### config.mk
export PLATFORM = sky130hd
export DESIGN_NAME = core_cycle_ctrl
export DESIGN_NICKNAME = d
export VERILOG_FILES = /design/src/rtl/core_cycle_pkg.sv /design/src/rtl/core_phase_timer.sv /design/src/rtl/core_sense_capture.sv /design/src/rtl/core_line_driver.sv /design/src/rtl/core_prime_walker.sv /design/src/rtl/core_cycle_ctrl.sv
export SDC_FILE = /design/constraint.sdc
export NUM_CORES = 1
export LEC_CHECK = 0
export BUFFER_PORTS_ARGS = -buffer_cell sky130_fd_sc_hd__buf_4
export CAP_MARGIN = 20
export CELL_PAD_IN_SITES_DETAIL_PLACEMENT = 1
export CELL_PAD_IN_SITES_GLOBAL_PLACEMENT = 1
export CORE_MARGIN = 8
export CORE_UTILIZATION = 44
export CTS_CLUSTER_SIZE = 8
export DETAILED_ROUTE_END_ITERATION = 7
export PLACE_DENSITY_LB_ADDON = 0.12
export SLEW_MARGIN = 10
export SYNTH_ARGS = -nofsm -noshare
export SYNTH_HDL_FRONTEND = slang
export SYNTH_HIERARCHICAL = 1
export SYNTH_SLANG_ARGS = --single-unit
### constraint.sdc
create_clock -name clk -period 8.2 [get_ports clk]
set_clock_uncertainty 0.15 [all_clocks]
set_input_delay 2.05 -clock clk [delete_from_list [all_inputs] [get_ports clk]]
set_output_delay 2.05 -clock clk [all_outputs]
set_load 0.005 [all_outputs]
### src/rtl/core_cycle_pkg.sv
package core_cycle_pkg;

  typedef enum logic [2:0] {
    PH_IDLE = 3'd0,
    PH_RD   = 3'd1,
    PH_DEAD = 3'd2,
    PH_WR   = 3'd3,
    PH_REC  = 3'd4
  } phase_e;

  function automatic int max_of4(input int a, input int b, input int c, input int d);
    int m;
    m = a;
    if (b > m) m = b;
    if (c > m) m = c;
    if (d > m) m = d;
    return m;
  endfunction

  // Counter width able to hold the longest phase index.
  function automatic int cnt_width(input int a, input int b, input int c, input int d);
    int m;
    m = max_of4(a, b, c, d);
    return (m < 2) ? 1 : $clog2(m);
  endfunction

  // True when cycle index k lies in [ofs, ofs+len).
  function automatic bit in_window(input int k, input int ofs, input int len);
    return (k >= ofs) && (k < ofs + len);
  endfunction

  // Length of a full cycle, with or without the write half.
  function automatic int cycle_len(input int rd, input int dead, input int wr,
                                   input int rec, input bit skip);
    return skip ? (rd + rec) : (rd + dead + wr + rec);
  endfunction

endpackage

### src/rtl/core_phase_timer.sv
module core_phase_timer
  import core_cycle_pkg::*;
#(
  parameter int RD_LEN   = 4,
  parameter int DEAD_LEN = 1,
  parameter int WR_LEN   = 3,
  parameter int REC_LEN  = 2,
  localparam int CW      = cnt_width(RD_LEN, DEAD_LEN, WR_LEN, REC_LEN)
) (
  input  logic          clk,
  input  logic          rst_n,
  input  logic          start,
  input  logic          skip_write,
  output phase_e        phase,
  output logic [CW-1:0] cnt,
  output logic          phase_last,
  output logic          cycle_end
);

  phase_e        ph_q, ph_d;
  logic [CW-1:0] cnt_q;
  int            cur_len;

  always_comb begin
    case (ph_q)
      PH_RD:   cur_len = RD_LEN;
      PH_DEAD: cur_len = DEAD_LEN;
      PH_WR:   cur_len = WR_LEN;
      PH_REC:  cur_len = REC_LEN;
      default: cur_len = 1;
    endcase
  end

  assign phase_last = (int'(cnt_q) == cur_len - 1);

  always_comb begin
    ph_d = ph_q;
    case (ph_q)
      PH_IDLE: if (start) ph_d = PH_RD;
      PH_RD:   if (phase_last) ph_d = skip_write ? PH_REC : PH_DEAD;
      PH_DEAD: if (phase_last) ph_d = PH_WR;
      PH_WR:   if (phase_last) ph_d = PH_REC;
      PH_REC:  if (phase_last) ph_d = PH_IDLE;
      default: ph_d = PH_IDLE;
    endcase
  end

  always_ff @(posedge clk or negedge rst_n) begin
    if (!rst_n) begin
      ph_q  <= PH_IDLE;
      cnt_q <= '0;
    end else begin
      ph_q <= ph_d;
      if (ph_d != ph_q) cnt_q <= '0;
      else if (ph_q != PH_IDLE) cnt_q <= cnt_q + 1'b1;
    end
  end

  assign phase     = ph_q;
  assign cnt       = cnt_q;
  assign cycle_end = (ph_q == PH_REC) && phase_last;

endmodule

### src/rtl/core_sense_capture.sv
module core_sense_capture
  import core_cycle_pkg::*;
#(
  parameter int DATA_W  = 8,
  parameter int STB_OFS = 1,
  parameter int STB_LEN = 2,
  parameter int CW      = 2
) (
  input  logic              clk,
  input  logic              rst_n,
  input  logic              clear,
  input  phase_e            phase,
  input  logic [CW-1:0]     cnt,
  input  logic [DATA_W-1:0] sense,
  output logic              strobe,
  output logic [DATA_W-1:0] captured
);

  logic [DATA_W-1:0] cap_q;

  assign strobe = (phase == PH_RD) && in_window(int'(cnt), STB_OFS, STB_LEN);

  always_ff @(posedge clk or negedge rst_n) begin
    if (!rst_n)      cap_q <= '0;
    else if (clear)  cap_q <= '0;
    else if (strobe) cap_q <= cap_q | sense;
  end

  assign captured = cap_q;

endmodule

### src/rtl/core_line_driver.sv
module core_line_driver
  import core_cycle_pkg::*;
#(
  parameter int ADDR_W = 4,
  parameter int DATA_W = 8,
  localparam int XA_W  = ADDR_W / 2,
  localparam int YA_W  = ADDR_W - XA_W,
  localparam int XN    = 1 << XA_W,
  localparam int YN    = 1 << YA_W
) (
  input  phase_e            phase,
  input  logic [ADDR_W-1:0] addr,
  input  logic [DATA_W-1:0] wval,
  output logic [XN-1:0]     x_sel,
  output logic [YN-1:0]     y_sel,
  output logic              drive_en,
  output logic              drv_dir,
  output logic [DATA_W-1:0] inhibit
);

  logic            active;
  logic [XA_W-1:0] xa;
  logic [YA_W-1:0] ya;

  assign active   = (phase == PH_RD) || (phase == PH_WR);
  assign drive_en = active;
  assign drv_dir  = (phase == PH_WR);
  assign xa       = addr[XA_W-1:0];
  assign ya       = addr[ADDR_W-1:XA_W];
  assign inhibit  = (phase == PH_WR) ? ~wval : '0;

  for (genvar i = 0; i < XN; i++) begin : g_x
    assign x_sel[i] = active && (xa == XA_W'(i));
  end
  for (genvar j = 0; j < YN; j++) begin : g_y
    assign y_sel[j] = active && (ya == YA_W'(j));
  end

endmodule

### src/rtl/core_prime_walker.sv
module core_prime_walker #(
  parameter int ADDR_W = 4,
  parameter bit ENABLE = 1'b0
) (
  input  logic              clk,
  input  logic              rst_n,
  input  logic              step,
  output logic              busy,
  output logic [ADDR_W-1:0] addr
);

  logic              busy_q;
  logic [ADDR_W-1:0] addr_q;

  always_ff @(posedge clk or negedge rst_n) begin
    if (!rst_n) begin
      busy_q <= ENABLE;
      addr_q <= '0;
    end else if (step && busy_q) begin
      if (addr_q == {ADDR_W{1'b1}}) busy_q <= 1'b0;
      addr_q <= addr_q + 1'b1;
    end
  end

  assign busy = busy_q;
  assign addr = addr_q;

endmodule

### src/rtl/core_cycle_ctrl.sv
module core_cycle_ctrl
  import core_cycle_pkg::*;
#(
  parameter int ADDR_W      = 4,
  parameter int DATA_W      = 8,
  parameter int RD_LEN      = 4,
  parameter int STB_OFS     = 1,
  parameter int STB_LEN     = 2,
  parameter int DEAD_LEN    = 1,
  parameter int WR_LEN      = 3,
  parameter int REC_LEN     = 2,
  parameter bit FIXED_PLANE = 1'b0,
  localparam int XN         = 1 << (ADDR_W / 2),
  localparam int YN         = 1 << (ADDR_W - ADDR_W / 2),
  localparam int CW         = cnt_width(RD_LEN, DEAD_LEN, WR_LEN, REC_LEN)
) (
  input  logic              clk,
  input  logic              rst_n,
  input  logic              req_valid,
  output logic              req_ready,
  input  logic [ADDR_W-1:0] req_addr,
  input  logic              req_write,
  input  logic              req_zero,
  input  logic [DATA_W-1:0] req_wdata,
  output logic [XN-1:0]     x_sel,
  output logic [YN-1:0]     y_sel,
  output logic              drive_en,
  output logic              drv_dir,
  output logic [DATA_W-1:0] inhibit,
  input  logic [DATA_W-1:0] sense,
  output logic              strobe,
  output logic              rsp_valid,
  output logic [DATA_W-1:0] rsp_rdata,
  output logic              busy_prime
);

  phase_e            phase;
  logic [CW-1:0]     pcnt;
  logic              phase_last;
  logic              cycle_end;
  logic              in_idle;
  logic              in_cycle;
  logic              accept;
  logic              start;
  logic              skip_write;
  logic              prime_step;
  logic [ADDR_W-1:0] prime_addr;
  logic [DATA_W-1:0] captured;
  logic [DATA_W-1:0] wval;

  logic              op_prime_q;
  logic              op_write_q;
  logic              op_zero_q;
  logic [ADDR_W-1:0] op_addr_q;
  logic [DATA_W-1:0] op_wdata_q;

  assign in_idle    = (phase == PH_IDLE);
  assign in_cycle   = !in_idle;
  assign req_ready  = in_idle && !busy_prime;
  assign accept     = req_valid && req_ready;
  assign start      = accept || (in_idle && busy_prime);
  assign skip_write = op_zero_q && !FIXED_PLANE;
  assign prime_step = cycle_end && op_prime_q;

  always_ff @(posedge clk or negedge rst_n) begin
    if (!rst_n) begin
      op_prime_q <= 1'b0;
      op_write_q <= 1'b0;
      op_zero_q  <= 1'b0;
      op_addr_q  <= '0;
      op_wdata_q <= '0;
    end else if (start) begin
      op_prime_q <= busy_prime;
      op_write_q <= !busy_prime && req_write;
      op_zero_q  <= !busy_prime && req_zero;
      op_addr_q  <= busy_prime ? prime_addr : req_addr;
      op_wdata_q <= req_wdata;
    end
  end

  // A fixed plane always gets its captured word restored.
  assign wval = (op_write_q && !FIXED_PLANE) ? op_wdata_q : captured;

  core_phase_timer #(
    .RD_LEN(RD_LEN), .DEAD_LEN(DEAD_LEN), .WR_LEN(WR_LEN), .REC_LEN(REC_LEN)
  ) u_timer (
    .clk(clk), .rst_n(rst_n), .start(start), .skip_write(skip_write),
    .phase(phase), .cnt(pcnt), .phase_last(phase_last), .cycle_end(cycle_end)
  );

  core_sense_capture #(
    .DATA_W(DATA_W), .STB_OFS(STB_OFS), .STB_LEN(STB_LEN), .CW(CW)
  ) u_sense (
    .clk(clk), .rst_n(rst_n), .clear(start), .phase(phase), .cnt(pcnt),
    .sense(sense), .strobe(strobe), .captured(captured)
  );

  core_line_driver #(
    .ADDR_W(ADDR_W), .DATA_W(DATA_W)
  ) u_lines (
    .phase(phase), .addr(op_addr_q), .wval(wval),
    .x_sel(x_sel), .y_sel(y_sel), .drive_en(drive_en), .drv_dir(drv_dir),
    .inhibit(inhibit)
  );

  core_prime_walker #(
    .ADDR_W(ADDR_W), .ENABLE(FIXED_PLANE)
  ) u_prime (
    .clk(clk), .rst_n(rst_n), .step(prime_step),
    .busy(busy_prime), .addr(prime_addr)
  );

  assign rsp_valid = cycle_end && !op_prime_q;
  assign rsp_rdata = op_write_q ? '0 : captured;

endmodule

## After elaboration in Yosys (flattened, before gate mapping)

Index checks and enable logic that the tools add are counted.

| cells by class | value |
|---|---|
| eq/ne operators | 12 |
| $add $sub $neg | 2 |
| magnitude comparators | 2 |
| multiplexer cells | 15 |
| bitwise operators | 2 |
| reductions and logical operators | 19 |

Operators by type and width:

| kind | count |
|---|---|
| $mux W8 | 5 |
| $eq A3 B32 Y1 | 1 |
| $mux W3 | 6 |
| $pmux W3 S5 | 1 |
| $logic_and A1 B1 Y1 | 12 |
| $pmux W3 S3 | 1 |
| $eq A2 B2 Y1 const B | 4 |
| $not A8 Y8 | 1 |
| $or A8 B8 Y8 | 1 |
| $eq A3 B2 Y1 const B | 2 |
| $eq A2 B1 Y1 const B | 2 |
| $logic_not A2 Y1 | 2 |
| $mux W2 | 2 |
| $reduce_bool A2 Y1 | 2 |
| $sub A3 B1 Y4 const B | 1 |
| $eq A3 B1 Y1 const B | 1 |
| $eq A3 B3 Y1 const B | 1 |
| $logic_not A3 Y1 | 1 |
| $ne A3 B3 Y1 | 1 |
| $reduce_bool A3 Y1 | 1 |
| $add A2 B1 Y2 const B | 1 |
| $ge A2 B1 Y1 const B | 1 |
| $lt A2 B2 Y1 const B | 1 |
| $logic_or A1 B1 Y1 | 1 |

| word-level totals | value |
|---|---|
| output and inout bits | 30 |
| word-level logic and storage cells | 59 |
| input port bits | 25 |
| register bits | 27 |

## Logic depth before layout (Yosys ltp)

Gate-level depths: netlist of the first run.

| logic depth | value |
|---|---|
| depth in word-level cells | 8 |
| gate-level depth with buffers | 9 |
| mapped depth without buffers | 8 |

## Modules after synthesis

The synthesis of the first run kept the hierarchy.

By module, submodules not included:

| module | cells each | instances | area an instance (µm²) | seq. area each (µm²) |
|---|---|---|---|---|
| core_cycle_ctrl | 65 | 1 | 835.8 | 375.4 |
| core_phase_timer | 66 | 1 | 520.5 | 125.1 |
| core_sense_capture | 37 | 1 | 455.4 | 200.2 |
| core_line_driver | 20 | 1 | 241.5 | 0.0 |
| core_prime_walker | 6 | 1 | 41.3 | 0.0 |

## Least setup slack after synthesis of the first run

No wires, ideal clock.

| timing | value |
|---|---|
| kind | reg-to-output |
| from | register u_timer.ph_q[2] (netlist: u_timer/phase[2]) |
| to | output rsp_valid |
| path slack | 3.802 ns |
| required time | 6.000 ns |
| cell stages (with the launch flop) | 10 |
| arrival time | 2.198 ns |
| buffers on the path | 2 |
| path through | dfrtp_1 > buf_2 > clkbuf_1 > a22oi_1 > ha_1 > ha_1 > and2b_1 > nand2_1 > nor3_1 > nor2b_1 |

| on the way | value |
|---|---|
| cells in the longest elaborated chain, start to end | 5 |
| elaborated cells between the ends (all ways) | 7 |
| those cells by class | 1 x add/sub; 4 x eq/ne; 1 x mux; 1 x reduce/logical |

RTL lines:

| item | RTL line | RTL |
|---|---|---|
| start: declaration | core_phase_timer.sv:20 | `phase_e ph_q, ph_d;` |
| start signal: assignment | core_phase_timer.sv:53 | `ph_q <= ph_d;` |
| $eq A3 B3 Y1 (tied with other cells) | core_phase_timer.sv:25, core_phase_timer.sv:61 |  |
| $pmux W3 S3 | core_phase_timer.sv:25 | `case (ph_q)` |
| $sub A3 B1 Y4 | core_phase_timer.sv:34 | `assign phase_last = (int'(cnt_q) == cur_len - 1);` |
| $eq A3 B32 Y1 | core_phase_timer.sv:34 |  |
| $logic_and A1 B1 Y1 * | core_phase_timer.sv:61 | `assign cycle_end = (ph_q == PH_REC) && phase_last;` |
| end: declaration | core_cycle_ctrl.sv:32 | `output logic rsp_valid,` |

Mark *: on every way between the ends. The rest lies on a longest branch, timed or not.

## Worst setup path after layout of the first run

| timing | value |
|---|---|
| from | register u_timer.ph_q[0] (netlist: u_timer/phase[0]) |
| to | output rsp_valid |

The elaborated chain is that of the path after synthesis.

==> results of run 1 <==
[path summary, 6_finish.rpt]
| check | depth (start not counted) | start | end | slack (ns) |
|---|---|---|---|---|
| worst max-delay path | 9 | u_timer/phase[0] | rsp_valid | 3.03 |
| worst min-delay path | 1 | op_wdata_q[6] | op_wdata_q[6] | 0.37 |
| worst max register to register | 8 | u_timer/phase[0] | u_timer/phase[1] | 5.26 |
| worst min register to register | 1 | op_wdata_q[6] | op_wdata_q[6] | 0.37 |
| max in group asynchronous | 1 | rst_n | u_timer/phase[1] | 6.09 |
| min in group asynchronous | 1 | rst_n | op_addr_q[2] | 1.53 |
[registers in the layout, summed over array words and instances (netlist names)]
name	count
op_write_q	1
u_timer/phase	3
op_prime_q	1
op_zero_q	1
op_wdata_q	8
u_timer/cnt	2
op_addr_q	4
u_sense/captured	8
[where the power goes]
group / total [mW] / switching, mW / leakage (nW) / internal, mW
clock network: 0.0769 / 0.0439 / 0.0216 / 0.0331
logic: 0.627 / 0.278 / 0.807 / 0.349
registers: 0.309 / 0.104 / 0.342 / 0.204
[cells in the final DEF, fill, tap and decap left out, drive strengths merged, types with 4 or more instances in the layout]
cell type  count
a21o           8
a21oi          4
and4bb        10
buf           53
clkbuf         4
conb           5
dfrtp         28
inv           10
mux2          16
nand2          6
nand2b        10
nor2          12
nor2b         13
o21ai          8
o32ai          8
xnor2          4
[worst max-delay path, delay by kind of cell, from the launching register on]
kind | cells | cell delay [ns]
AND/OR/NAND/NOR | 5 | 0.97
AO/OA/AOI/OAI | 1 | 0.09
flip-flops | 1 | 1.00
adder cells (fa/ha/maj) | 2 | 0.51
buffers and inverters | 1 | 0.12
[metal layers]
metal,vias up,part of all wire,wire (um),global-route usage
met5,-,0,0,0
li1,771,-,-,-
met1,784,0.43,2340,0.184
met3,4,0.035,194,0.0386
met2,29,0.53,2920,0.279
met4,0,0.0066,36,0.0194
[metrics by stage]
step / power (mW) / hold slack, ns
2_1_floorplan: 0.745 / 0.317
3_3_place_gp: 0.909 / 0.347
3_5_place_dp: 0.944 / 0.349
4_1_cts: 1.02 / 0.374
5_1_grt: 1.10 / 0.386
6_report: 1.01 / 0.374
[area by class of cell]
| class | instances | area share |
|---|---|---|
| multi-input cells | 141 | 0.493 |
| flip-flops and latches | 28 | 0.280 |
| repair buffers | 54 | 0.169 |
| well taps | 54 | 0.0270 |
| clock buffers | 3 | 0.0165 |
| inverters | 10 | 0.0150 |
==> flow_summary.toml, run 1 <==
[setup_path]
cp_endpoint_kind = "output pin"
crit_path_arrival_time_ns = 2.97
start_kind = "flip-flop"
timing.critical_path.cells = "nor2b_1 -> a22oi_1 -> ha_1 -> ha_1 -> and2b_1 -> nand2_1 -> nor3_1 -> nor2b_1 -> buf_4"
slowest_delay_ns = 1.00
cp.required_ns = 6.00
setup.worst_path.class = "reg -> out"
crit_slowest_cell = "dfrtp_1"
crit_fanout = 35

[sta]
rsz_0062_raised_after_global_routing = "false"
worst_slew_margin_rel = 0.349
post-route-period-util = 0.631
final-max-slew-violation-count = 0
tightest_slew_ns = 0.976
setup_viol_count_final = 0
finalHoldViolations = 0
finalWorstPathRequiredPeriod_ns = 5.17
timing.fmax_mhz = 193
setup_slack_ns = 3.03
finalSetupTns_ns = 0

[placement]
dp_slack_ns = 3.29
place_area_um2 = 2440
place.detailed.instances = 286
portBuffers = 53
place.gp.congestion = 0.738
detailedPlacementHpwl_mm = 3.98

[floorplanning]
floorplan.core_area_um2 = 4660
floorplan.die_area_um2 = 7200
core.rowCount = 25
chipHeight_um = 84.8
ios = 55
floorplan.initialDensity = 0.447
floorplan.die.width_um = 84.8

[run_status]
status = "finished, final reports clean"

[global_route]
grtUsageTotal = 0.155
pin_count_of_the_biggest_net_entering_global_routing = 38
grt_remaining_overflow = 0
first_global_vias = 1731
grt_first_pass_wirelength_mm = 9.16
grt_antenna_before_repair = 0

[final_layout]
final_cell_count_no_fill = 290
layout-drive-gt1-share = 0.436
final.fill_count = 525
post-route-util = 0.537
area_growth_syn_to_layout_pct = 20.1
final_nets = 265
footprint_of_the_flip_flops_and_latches_um2 = 701
multiInputGateArea_um2 = 1230
n_antenna_cell = 0
final_area_um2 = 2500

[synth]
netlist_area_um2 = 2080
synth.yosys.warnings = 6
syn_area_per_cell_um2 = 10.9
synthesis.instances = 192

[routing]
initialDrtViolationCount = 34
detail_route.first_pass.iterations = 6
post_drt_via_cell_ratio = 5.48
routed_wire_length_per_instance_um = 18.9
ant_nets = 0
num_vias = 1588
routed_wl_mm = 5.49
drc = 0

[pwr]
power.density_nw_per_um2 = 404
p_leak_nw = 1.17
worst_ir_drop_vdd_v = 0.000176

[cts]
ctsLongestPathBuffers = 2
number_of_buffers_inserted_for_hold_repair_after_clock_tree_synthesis = 0
cts-buffers-inserted = 3
clock_pin_transition_on_the_worst_setup_and_hold_timing_paths_ns = 0.10
cts-root-buf = "clkbuf_8"
cts_num_sinks = 28
post_cts.repair.setup_buffers = 0
insertion_delay_ns = 0.28
cts_tree = "built"
h-tree-depth = 1
cts_resized = 0

[flow_run]
maxCapViolCount = 0

[min_path]
hp-class = "reg -> reg"
Power figures use the tool's default switching activity.
==> run 2: changes to the inputs <==
--- a/config.mk
+++ b/config.mk
@@ -10,7 +10,7 @@
 export CELL_PAD_IN_SITES_DETAIL_PLACEMENT = 1
 export CELL_PAD_IN_SITES_GLOBAL_PLACEMENT = 1
 export CORE_MARGIN = 8
-export CORE_UTILIZATION = 44
+export CORE_UTILIZATION = 41
 export CTS_CLUSTER_SIZE = 8
 export DETAILED_ROUTE_END_ITERATION = 7
 export PLACE_DENSITY_LB_ADDON = 0.12
==> constraint.sdc (replaced) <==
create_clock -name clk -period 4.9 [get_ports clk]
set_clock_uncertainty 0.15 [all_clocks]
set_input_delay 1.225 -clock clk [delete_from_list [all_inputs] [get_ports clk]]
set_output_delay 1.225 -clock clk [all_outputs]
set_load 0.005 [all_outputs]
==> run 2 against run 1 <==
Against the previous run: die area is 5.9% higher; register-to-register slack lost 3.0 ns; worst setup slack worse by 2.2 ns; non-clock buffer count grew 1; core utilization is 3.5 points lower; sequential power increased by 56%; sequential share of layout area down 0.11 points; largest cell class unchanged; combinational power rose by 71%; highest routed layer unchanged; flip-flop and latch count stayed put; wire length shrank 8.2%; critical path depth unchanged; clock power grew 61%.
==> flow_summary.toml, run 2 (synthesized netlist as in run 1, its figures left out) <==
[final_layout]
area_growth_syn_to_layout_pct = 20.6
n_antenna_cell = 0
final_cell_count_no_fill = 307
final.fill_count = 578
layout-drive-gt1-share = 0.439
final_nets = 266
final_cell_mix = "55 x buf_4, 28 x dfrtp_1, 13 x nor2b_1"
most_common_cell_after_layout_fill_and_taps_aside = "buf_4"

[setup_path]
cp_endpoint_kind = "output pin"
crit_fanout = 25
timing.reg2reg.worst_path_depth = 8
crit_slowest_cell = "dfrtp_1"
crit_path_arrival_time_ns = 2.69
cp.required_ns = 3.52
start_kind = "flip-flop"
cpMostUsedCell = "ha_1"
timing.critical_path.cells = "nor2_1 -> a22oi_1 -> ha_1 -> ha_1 -> and2b_1 -> nand2_1 -> nor3_1 -> nor2b_1 -> buf_4"
slowest_delay_ns = 0.63
setup.worst_path.class = "reg -> out"

[min_path]
hold-path-cell-count = 1
hp-class = "reg -> reg"

[floorplanning]
floorplan.core_area_um2 = 5010
chipHeight_um = 87.3
ios = 55
floorplan.die.width_um = 87.3
floorplan.die_area_um2 = 7620
floorplan.initialDensity = 0.416
core.rowCount = 26

[cts]
number_of_buffers_inserted_for_hold_repair_after_clock_tree_synthesis = 0
cts-buffers-inserted = 3
ctsLongestPathBuffers = 2
insertion_delay_ns = 0.27
cts_tree = "built"
cts-root-buf = "clkbuf_8"
cts_resized = 0
clock_pin_transition_on_the_worst_setup_and_hold_timing_paths_ns = 0.09
h-tree-depth = 1
post_cts.repair.setup_buffers = 0
cts_num_sinks = 28

[sta]
final-max-slew-violation-count = 0
finalSetupTns_ns = 0
finalWorstPathRequiredPeriod_ns = 4.06
timing.fmax_mhz = 246
worst_slew_margin_rel = 0.530
finalHoldViolations = 0
setup_slack_ns = 0.839
tightest_slew_ns = 0.702
setup_viol_count_final = 0
rsz_0062_raised_after_global_routing = "false"
post-route-period-util = 0.829

[placement]
place.detailed.instances = 304
portBuffers = 53
place.gp.congestion = 0.762
dp_slack_ns = 1.14
detailedPlacementHpwl_mm = 3.70

[routing]
routed_wire_length_per_instance_um = 16.4
routed_wl_mm = 5.04
ant_nets = 0
post_drt_via_cell_ratio = 5.12
num_vias = 1573
drc = 0
initialDrtViolationCount = 56
detail_route.first_pass.iterations = 4

[global_route]
first_global_vias = 1646
grt_antenna_before_repair = 0
pin_count_of_the_biggest_net_entering_global_routing = 33
grt_remaining_overflow = 0
grt_first_pass_wirelength_mm = 8.38
grtUsageTotal = 0.136

[flow_run]
maxCapViolCount = 0

[run_status]
status = "finished, final reports clean"

[pwr]
worst_ir_drop_vdd_v = 0.000264
power.density_nw_per_um2 = 668
p_leak_nw = 1.17
==> run 2: cell count changes in the layout (fill, tap and decap cells not counted) <==
cell,delta
buf_4,+2
clkbuf_16,-1
==> run 2: worst max-delay path, delay by kind of cell, from the launching register on <==
| family | cells | cell delay [ns] |
|---|---|---|
| AO/OA/AOI/OAI | 1 | 0.14 |
| adder cells (fa/ha/maj) | 2 | 0.50 |
| AND/OR/NAND/NOR | 5 | 1.04 |
| buffers and inverters | 1 | 0.12 |
| flip-flops | 1 | 0.63 |
==> run 2: per-stage QoR <==
step           hold WS (ns)   util  cell area [um^2]  total power, mW
2_1_floorplan         0.317      -              2100             1.25
3_3_place_gp          0.349  0.494              2470             1.55
3_5_place_dp          0.348  0.494              2470             1.57
4_1_cts               0.380  0.502              2510             1.70
5_1_grt               0.391  0.502              2510             1.83
6_report              0.376  0.502              2510             1.68
==> run 2: area by class of cell <==
cell class                      instances  area, um^2  area share
Clock buffer                            3        41.3      0.0164
Inverter                               10        37.5      0.0149
Multi-Input combinational cell        141        1230       0.491
Sequential cell                        28         701       0.279
Tap cell                               70        87.6      0.0348
Timing Repair Buffer                   55         413       0.164
==> run 2: final timing paths <==
check	slack [ns]	end	startpoint
max in group asynchronous	3.61	u_sense/captured[3]	rst_n
min in group asynchronous	0.71	op_addr_q[2]	rst_n
hold / removal	0.38	op_wdata_q[5]	op_wdata_q[5]
setup reg to reg	2.27	u_timer/phase[1]	u_timer/phase[1]
setup / recovery	0.84	rsp_valid	u_timer/phase[1]
hold reg to reg	0.38	op_wdata_q[5]	op_wdata_q[5]
==> run 2: per-layer routing <==
metal,GRT usage,up-vias,share of wire
met5,0,-,0
met4,0.0141,0,0.0020
met3,0.0406,2,0.065
met2,0.215,34,0.46
met1,0.183,767,0.47
li1,-,770,-
==> run 2: power by group <==
group	switching, mW	internal [mW]
Clock	0.0689	0.0552
Combinational	0.488	0.585
Sequential	0.140	0.343
Total	0.696	0.983
